<file path="src/rtl/cache_pkg.sv">
package cache_pkg;

    typedef enum logic [2:0] {
        ST_IDLE,
        ST_LOOKUP,
        ST_WRITEBACK,
        ST_REFILL,
        ST_COMPLETE
    } cache_state_t;

endpackage

</file>
<file path="src/rtl/cache_tag_store.sv">
module cache_tag_store #(
    parameter int SETS  = 32,
    parameter int TAG_W = 5,
    localparam int IDX_W = $clog2(SETS)
) (
    input  logic                    clk,
    input  logic                    rst_n,
    input  logic [IDX_W-1:0]        set_i,
    input  logic                    touch_en_i,
    input  logic                    touch_way_i,
    input  logic                    dirty_en_i,
    input  logic                    dirty_way_i,
    input  logic                    fill_en_i,
    input  logic                    fill_way_i,
    input  logic [TAG_W-1:0]        fill_tag_i,
    output logic [1:0]              valid_o,
    output logic [1:0]              dirty_o,
    output logic [1:0][TAG_W-1:0]   tag_o,
    output logic                    lru_o
);

    logic lru_q [SETS];

    for (genvar w = 0; w < 2; w++) begin : g_way
        logic             vld_q [SETS];
        logic             drt_q [SETS];
        logic [TAG_W-1:0] tag_q [SETS];

        always_ff @(posedge clk) begin
            if (!rst_n) begin
                for (int i = 0; i < SETS; i++) begin
                    vld_q[i] <= 1'b0;
                    drt_q[i] <= 1'b0;
                end
            end else if (fill_en_i && fill_way_i == 1'(w)) begin
                vld_q[set_i] <= 1'b1;
                drt_q[set_i] <= 1'b0;
            end else if (dirty_en_i && dirty_way_i == 1'(w)) begin
                drt_q[set_i] <= 1'b1;
            end
        end

        always_ff @(posedge clk) begin
            if (fill_en_i && fill_way_i == 1'(w))
                tag_q[set_i] <= fill_tag_i;
        end

        assign valid_o[w] = vld_q[set_i];
        assign dirty_o[w] = drt_q[set_i];
        assign tag_o[w]   = tag_q[set_i];

        // a fill leaves the line valid and clean
        a_r8_fill_clean: assert property (@(posedge clk) disable iff (!rst_n)
            (fill_en_i && fill_way_i == 1'(w)) |=> (vld_q[$past(set_i)] && !drt_q[$past(set_i)]));
    end

    always_ff @(posedge clk) begin
        if (!rst_n) begin
            for (int i = 0; i < SETS; i++) lru_q[i] <= 1'b0;
        end else if (touch_en_i) begin
            lru_q[set_i] <= ~touch_way_i;
        end
    end

    assign lru_o = lru_q[set_i];

    // after a touch the LRU bit names the other way
    a_r7_lru_other: assert property (@(posedge clk) disable iff (!rst_n)
        touch_en_i |=> (lru_q[$past(set_i)] != $past(touch_way_i)));

endmodule

</file>
<file path="src/rtl/cache_data_store.sv">
module cache_data_store #(
    parameter int SETS   = 32,
    parameter int WORDS  = 4,
    parameter int DATA_W = 16,
    localparam int IDX_W = $clog2(SETS),
    localparam int OFF_W = $clog2(WORDS)
) (
    input  logic                    clk,
    input  logic [IDX_W-1:0]        set_i,
    input  logic [OFF_W-1:0]        rd_off_i,
    input  logic                    wr_en_i,
    input  logic                    wr_way_i,
    input  logic [OFF_W-1:0]        wr_off_i,
    input  logic [DATA_W-1:0]       wr_data_i,
    output logic [1:0][DATA_W-1:0]  rd_data_o
);

    for (genvar w = 0; w < 2; w++) begin : g_way
        logic [DATA_W-1:0] arr_q [SETS][WORDS];

        always_ff @(posedge clk) begin
            if (wr_en_i && wr_way_i == 1'(w))
                arr_q[set_i][wr_off_i] <= wr_data_i;
        end

        assign rd_data_o[w] = arr_q[set_i][rd_off_i];
    end

endmodule

</file>
<file path="src/rtl/cache_ctrl.sv">
module cache_ctrl
    import cache_pkg::*;
#(
    parameter int ADDR_W = 12,
    parameter int DATA_W = 16,
    parameter int SETS   = 32,
    parameter int WORDS  = 4,
    localparam int IDX_W = $clog2(SETS),
    localparam int OFF_W = $clog2(WORDS),
    localparam int TAG_W = ADDR_W - IDX_W - OFF_W
) (
    input  logic                    clk,
    input  logic                    rst_n,
    input  logic                    cpu_req,
    input  logic                    cpu_we,
    input  logic [ADDR_W-1:0]       cpu_addr,
    input  logic [DATA_W-1:0]       cpu_wdata,
    output logic                    cpu_ready,
    output logic [DATA_W-1:0]       cpu_rdata,
    output logic                    mem_req,
    output logic                    mem_we,
    output logic [ADDR_W-1:0]       mem_addr,
    output logic [DATA_W-1:0]       mem_wdata,
    input  logic [DATA_W-1:0]       mem_rdata,
    input  logic                    mem_ready,
    output logic [IDX_W-1:0]        set_o,
    input  logic [1:0]              valid_i,
    input  logic [1:0]              dirty_i,
    input  logic [1:0][TAG_W-1:0]   tag_i,
    input  logic                    lru_i,
    output logic                    touch_en_o,
    output logic                    touch_way_o,
    output logic                    dirty_en_o,
    output logic                    dirty_way_o,
    output logic                    fill_en_o,
    output logic                    fill_way_o,
    output logic [TAG_W-1:0]        fill_tag_o,
    output logic [OFF_W-1:0]        rd_off_o,
    output logic                    wr_en_o,
    output logic                    wr_way_o,
    output logic [OFF_W-1:0]        wr_off_o,
    output logic [DATA_W-1:0]       wr_data_o,
    input  logic [1:0][DATA_W-1:0]  rd_data_i
);

    localparam logic [OFF_W-1:0] LAST = OFF_W'(WORDS - 1);

    cache_state_t      state_q, state_d;
    logic [ADDR_W-1:0] addr_q;
    logic              we_q;
    logic [DATA_W-1:0] wdata_q, rdata_q;
    logic [OFF_W-1:0]  cnt_q;
    logic              vict_q;

    logic [TAG_W-1:0]  tag_a;
    logic [IDX_W-1:0]  idx_a;
    logic [OFF_W-1:0]  off_a;
    logic              hit0, hit1, hit, hit_way, victim;

    assign tag_a   = addr_q[ADDR_W-1 -: TAG_W];
    assign idx_a   = addr_q[OFF_W +: IDX_W];
    assign off_a   = addr_q[OFF_W-1:0];
    assign hit0    = valid_i[0] && (tag_i[0] == tag_a);
    assign hit1    = valid_i[1] && (tag_i[1] == tag_a);
    assign hit     = hit0 || hit1;
    assign hit_way = hit1;
    assign victim  = !valid_i[0] ? 1'b0 : (!valid_i[1] ? 1'b1 : lru_i);

    // next state
    always_comb begin
        state_d = state_q;
        unique case (state_q)
            ST_IDLE:      if (cpu_req) state_d = ST_LOOKUP;
            ST_LOOKUP: begin
                if (hit)                                  state_d = ST_COMPLETE;
                else if (valid_i[victim] && dirty_i[victim]) state_d = ST_WRITEBACK;
                else                                      state_d = ST_REFILL;
            end
            ST_WRITEBACK: if (mem_ready && cnt_q == LAST) state_d = ST_REFILL;
            ST_REFILL:    if (mem_ready && cnt_q == LAST) state_d = ST_LOOKUP;
            ST_COMPLETE:  state_d = ST_IDLE;
            default:      state_d = ST_IDLE;
        endcase
    end

    // state register
    always_ff @(posedge clk) begin
        if (!rst_n) state_q <= ST_IDLE;
        else        state_q <= state_d;
    end

    // request and beat bookkeeping
    always_ff @(posedge clk) begin
        if (!rst_n) begin
            addr_q  <= '0;
            we_q    <= 1'b0;
            wdata_q <= '0;
            rdata_q <= '0;
            cnt_q   <= '0;
            vict_q  <= 1'b0;
        end else begin
            unique case (state_q)
                ST_IDLE: if (cpu_req) begin
                    addr_q  <= cpu_addr;
                    we_q    <= cpu_we;
                    wdata_q <= cpu_wdata;
                    cnt_q   <= '0;
                end
                ST_LOOKUP: begin
                    if (hit) rdata_q <= we_q ? wdata_q : rd_data_i[hit_way];
                    else begin
                        vict_q <= victim;
                        cnt_q  <= '0;
                    end
                end
                ST_WRITEBACK, ST_REFILL: if (mem_ready) cnt_q <= cnt_q + 1'b1;
                default: ;
            endcase
        end
    end

    // outputs
    always_comb begin
        cpu_ready   = (state_q == ST_COMPLETE);
        cpu_rdata   = rdata_q;
        mem_req     = (state_q == ST_WRITEBACK) || (state_q == ST_REFILL);
        mem_we      = (state_q == ST_WRITEBACK);
        mem_addr    = (state_q == ST_WRITEBACK) ? {tag_i[vict_q], idx_a, cnt_q}
                                                : {tag_a, idx_a, cnt_q};
        mem_wdata   = rd_data_i[vict_q];
        set_o       = idx_a;
        touch_en_o  = (state_q == ST_LOOKUP) && hit;
        touch_way_o = hit_way;
        dirty_en_o  = (state_q == ST_LOOKUP) && hit && we_q;
        dirty_way_o = hit_way;
        fill_en_o   = (state_q == ST_REFILL) && mem_ready && (cnt_q == LAST);
        fill_way_o  = vict_q;
        fill_tag_o  = tag_a;
        rd_off_o    = (state_q == ST_WRITEBACK) ? cnt_q : off_a;
        wr_en_o     = ((state_q == ST_LOOKUP) && hit && we_q) ||
                      ((state_q == ST_REFILL) && mem_ready);
        wr_way_o    = (state_q == ST_REFILL) ? vict_q : hit_way;
        wr_off_o    = (state_q == ST_REFILL) ? cnt_q : off_a;
        wr_data_o   = (state_q == ST_REFILL) ? mem_rdata : wdata_q;
    end

    a_r9_ready_pulse: assert property (@(posedge clk) disable iff (!rst_n)
        cpu_ready |=> !cpu_ready);

    a_r9_we_with_req: assert property (@(posedge clk) disable iff (!rst_n)
        mem_we |-> mem_req);

    a_r4_beat_steady: assert property (@(posedge clk) disable iff (!rst_n)
        (mem_req && !mem_ready) |=> (mem_req && $stable(mem_addr) && $stable(mem_we)));

    a_r8_wb_only_dirty: assert property (@(posedge clk) disable iff (!rst_n)
        (state_q == ST_WRITEBACK) |-> (valid_i[vict_q] && dirty_i[vict_q]));

endmodule

</file>
<file path="src/rtl/twoway_wb_cache.sv">
module twoway_wb_cache #(
    parameter int ADDR_W = 12,
    parameter int DATA_W = 16,
    parameter int LINES  = 64,
    parameter int WORDS  = 4,
    localparam int SETS  = LINES / 2,
    localparam int IDX_W = $clog2(SETS),
    localparam int OFF_W = $clog2(WORDS),
    localparam int TAG_W = ADDR_W - IDX_W - OFF_W
) (
    input  logic              clk,
    input  logic              rst_n,
    input  logic              cpu_req,
    input  logic              cpu_we,
    input  logic [ADDR_W-1:0] cpu_addr,
    input  logic [DATA_W-1:0] cpu_wdata,
    output logic              cpu_ready,
    output logic [DATA_W-1:0] cpu_rdata,
    output logic              mem_req,
    output logic              mem_we,
    output logic [ADDR_W-1:0] mem_addr,
    output logic [DATA_W-1:0] mem_wdata,
    input  logic [DATA_W-1:0] mem_rdata,
    input  logic              mem_ready
);

    logic [IDX_W-1:0]             set_w;
    logic [1:0]                   valid_w, dirty_w;
    logic [1:0][TAG_W-1:0]        tag_w;
    logic                         lru_w;
    logic                         touch_en, touch_way, dirty_en, dirty_way;
    logic                         fill_en, fill_way;
    logic [TAG_W-1:0]             fill_tag;
    logic [OFF_W-1:0]             rd_off, wr_off;
    logic                         wr_en, wr_way;
    logic [DATA_W-1:0]            wr_data;
    logic [1:0][DATA_W-1:0]       rd_data;

    cache_ctrl #(
        .ADDR_W(ADDR_W), .DATA_W(DATA_W), .SETS(SETS), .WORDS(WORDS)
    ) u_ctrl (
        .clk(clk), .rst_n(rst_n),
        .cpu_req(cpu_req), .cpu_we(cpu_we), .cpu_addr(cpu_addr), .cpu_wdata(cpu_wdata),
        .cpu_ready(cpu_ready), .cpu_rdata(cpu_rdata),
        .mem_req(mem_req), .mem_we(mem_we), .mem_addr(mem_addr), .mem_wdata(mem_wdata),
        .mem_rdata(mem_rdata), .mem_ready(mem_ready),
        .set_o(set_w), .valid_i(valid_w), .dirty_i(dirty_w), .tag_i(tag_w), .lru_i(lru_w),
        .touch_en_o(touch_en), .touch_way_o(touch_way),
        .dirty_en_o(dirty_en), .dirty_way_o(dirty_way),
        .fill_en_o(fill_en), .fill_way_o(fill_way), .fill_tag_o(fill_tag),
        .rd_off_o(rd_off), .wr_en_o(wr_en), .wr_way_o(wr_way), .wr_off_o(wr_off),
        .wr_data_o(wr_data), .rd_data_i(rd_data)
    );

    cache_tag_store #(.SETS(SETS), .TAG_W(TAG_W)) u_tags (
        .clk(clk), .rst_n(rst_n), .set_i(set_w),
        .touch_en_i(touch_en), .touch_way_i(touch_way),
        .dirty_en_i(dirty_en), .dirty_way_i(dirty_way),
        .fill_en_i(fill_en), .fill_way_i(fill_way), .fill_tag_i(fill_tag),
        .valid_o(valid_w), .dirty_o(dirty_w), .tag_o(tag_w), .lru_o(lru_w)
    );

    cache_data_store #(.SETS(SETS), .WORDS(WORDS), .DATA_W(DATA_W)) u_data (
        .clk(clk), .set_i(set_w), .rd_off_i(rd_off),
        .wr_en_i(wr_en), .wr_way_i(wr_way), .wr_off_i(wr_off), .wr_data_i(wr_data),
        .rd_data_o(rd_data)
    );

endmodule

</file>
<file path="config.mk">
export PLATFORM = sky130hd
export DESIGN_NAME = twoway_wb_cache
export DESIGN_NICKNAME = d
export VERILOG_FILES = /design/src/rtl/cache_pkg.sv /design/src/rtl/cache_tag_store.sv /design/src/rtl/cache_data_store.sv /design/src/rtl/cache_ctrl.sv /design/src/rtl/twoway_wb_cache.sv
export SDC_FILE = /design/constraint.sdc
export NUM_CORES = 2
export LEC_CHECK = 0
export BUFFER_PORTS_ARGS = -buffer_cell sky130_fd_sc_hd__buf_2
export CAP_MARGIN = 15
export CELL_PAD_IN_SITES_DETAIL_PLACEMENT = 1
export CELL_PAD_IN_SITES_GLOBAL_PLACEMENT = 2
export CORE_UTILIZATION = 50
export CTS_BUF_LIST = sky130_fd_sc_hd__clkbuf_16
export CTS_CLUSTER_DIAMETER = 40
export DETAILED_ROUTE_END_ITERATION = 6
export HOLD_SLACK_MARGIN = 0.12
export PLACE_DENSITY_LB_ADDON = 0.1
export SLEW_MARGIN = 10
export SYNTH_ARGS = -nofsm -noshare
export SYNTH_HDL_FRONTEND = slang
export SYNTH_MEMORY_MAX_BITS = 65536
export SYNTH_SLANG_ARGS = --single-unit
</file>
<file path="constraint.sdc">
create_clock -name clk -period 7.14 [get_ports clk]
set_input_delay 0.714 -clock clk [delete_from_list [all_inputs] [get_ports clk]]
set_output_delay 0.714 -clock clk [all_outputs]
set_load 0.01 [all_outputs]
</file>
==> run metrics <==
synth unique cells=63; total I/O pin count=96; Max Slew Vio Count=12; failing checks=DRC, capacitance limit, slew limit; Layout Skew=0.0417 ns; Hold WC Path Type=in -> reg; cts repair resizes=0; largest net degree at the start of global routing=193; Fin Hold WS=between 0.2 and 0.25 ns; Mapped Area=0.179 mm²; Clk pin slew, worst setup/hold paths=0.06 ns; core area=0.356 mm²; Setup TNS Final=0 ns; Final Hold Vio Count=0; Synth Flop Type=edfxtp_1; XOR/XNOR Fraction of Synth Area=0.0440%; most common cell after layout, fill and taps aside=edfxtp_1; Crit. End Element=output port; largest family of logic cells by synthesized area=multiplexers; WP data required=6.43 ns; commonest non-fill, non-tap cells in the layout=edfxtp_1, mux4_2, clkbuf_16; share of cells above drive strength 1=32.7%; Die H=601 µm; Post-Syn Instances=about 8400; Syn Area/Cell=around 21 µm²; Tcrit/Tclk final=roughly 97%; startpoint types=register; Hold Crit Start=mem_rdata[11]; Period minus WS final=about 7 ns; clk_lat worst skew=about 1.1 ns; Crit Path Category=reg -> out; first-pass GRT wire length=740000 µm; drt wl/cell=36.7 µm; Die ar.=0.361 mm²; number of global-route vias before repair=93800; row count=219; cell count after placement=between 10000 and 15000; final setup margin=0.223 ns; DR iter-0 viols=10800; Post-Route WL=approximately 530000 µm; Die X=601 µm; Post-DRT Antenna Nets=0; Leak=66.2 nW; total gr overflow=0; GRT Util Overall=slightly below 30%; GP Congestion=about 0.83; TritonRoute pass-1 iters=7; Net count, final=9143; Synth Area in Compound Gates=roughly 1.9%; result of the run=complete, but fails checks; RSZ-0062 raised after global routing=no; Setup Buffers After CTS=0; Worst Reg-to-Reg Cells=13; VDD IR max=0.270 mV; clk buf depth=4; fmax=145 MHz; Max transition margin=-1.18%; Synth Area in Simple Gates=2.59%; CP arrival=roughly 6.2 ns; CTS H-Tree Depth=6; syn_nets=8430; P per Cell Area=306 mW/mm²; CTS root buffer=clkbuf_16; DR vias/cell=6.33; synth-to-layout area growth=16.6%; CP Max Fanout=38; Synth async-reset ratio=0%; Least-Margin Pin Slew=~1.5 ns; Max-cap violations=2; clock sinks=4632; number of synthesized flops with an enable pin=around 4400; # port buffers=95; hold path depth=3; FF+latch count, synth=4632; mux cell area share after synthesis=17.7%; Post-Layout Cell Count=14400; DP HPWL=315000 µm; Setup-failing EPs final=0; Num CTS Buffers=595; TritonCTS clock tree=yes; DRC viols=4; DP Worst Slack=1.08 ns; Starting Density=between 50% and 60%; Adder-Cell Fraction of Synth Area=0.00698%; Via Count=around 91000; Ys Warns=0; initial antenna violation count=36; sequential area share after synthesis=76.4%
-- routing by layer --
metal,up-vias,routed length (µm),track usage (%)
li1,36500,-,-
met1,50000,212000,40.6
met5,-,46,0
met2,3983,256000,46.9
met3,737,41400,5.59
met4,8,18600,10.1
-- cells by family (layout without fill, tap and decap cells) --
logic type      Yosys count  in the layout
compound gates          544            544
buf+inv                 540           1738
simple gates           1136           1136
mux                    1518           1518
other cells               0             72
flops                  4632           4632
xor+xnor                  9              9
fa+ha+maj                 1              1
-- worst max-delay path, cell delays in order, from the launching register on --
cell and delay [ns]:
dfxtp_4 0.97, buf_12 0.43, buf_4 0.46, mux4_2 0.55
mux2i_1 0.69, a22oi_1 0.23, nand2_1 0.13, a31oi_1 0.09
a31oi_1 0.16, nand4_1 0.61, mux2_2 0.56, buf_2 0.15
-- layout make-up --
| class | count | area [µm²] |
|---|---|---|
| antenna | 72 | 180 |
| timing repair buffer | 648 | 5360 |
| fill | 29500 | 147000 |
| clock inverter | 470 | 4720 |
| tap | 4751 | 5940 |
| sequential | 4632 | 137000 |
| clock buffer | 612 | 15300 |
| inverter | 8 | 32.5 |
| multi-input combinational | 3208 | 40500 |
-- where the power goes --
| group | leakage [nW] | switching [mW] | internal [mW] |
|---|---|---|---|
| combinational | 13.4 | 2.50 | 1.25 |
| sequential | 42.9 | 0.0703 | 30.0 |
| clock | 9.92 | 11.9 | 18.2 |
-- flip-flops by register name, summed over array words and instances (netlist names), named ones only --
register            cells
u_ctrl.addr_q          12
u_ctrl.cnt_q            2
u_ctrl.cpu_rdata       16
u_ctrl.fill_way_o       1
u_ctrl.state_q          3
u_ctrl.wdata_q         16
u_ctrl.we_q             1
u_data.g_way.arr_q   4096
u_tags.g_way.drt_q     64
u_tags.g_way.tag_q    320
u_tags.g_way.vld_q     64
u_tags.lru_q           32
-- path summary, 6_finish.rpt --
check	slack [ns]	end
max	0.22	mem_wdata[0]
min	0.22	u_data.g_way[1].arr_q[22][59]
max reg2reg	0.96	u_data.g_way[0].arr_q[29][58]
min reg2reg	0.47	u_tags.g_way[1].vld_q[26]
-- repair_timing --
item | 4_1_cts | 5_1_grt
endpoints found under the setup margin | 0 | 0
hold buffers | 32 | 0
hold endpoints to repair | 43 | 0
-- synthesized netlist by cell type, drive strengths merged, types with 52 or more instances --
library cell | n | area share [%]
dfxtp | 216 | 2.4
nor2 | 523 | 1.1
clkbuf | 296 | 0.62
edfxtp | 4416 | 74
mux4 | 1319 | 17
a21oi | 215 | 0.61
buf | 236 | 0.75
a22oi | 59 | 0.25
mux2i | 185 | 1.0
o21ai | 100 | 0.28
nand2 | 457 | 0.96
o211ai | 52 | 0.22
-- stage by stage --
step / area [µm²] / utilization [%] / power [mW]
2_1_floorplan: 179000 / - / 32.8
3_3_place_gp: 188000 / 52.9 / 34.3
3_5_place_dp: 188000 / 52.9 / 34.4
4_1_cts: 209000 / 58.6 / 64.4
5_1_grt: 209000 / 58.7 / 65.4
6_report: 209000 / 58.7 / 64.0
No activity file was read; power rests on OpenSTA's default activity.
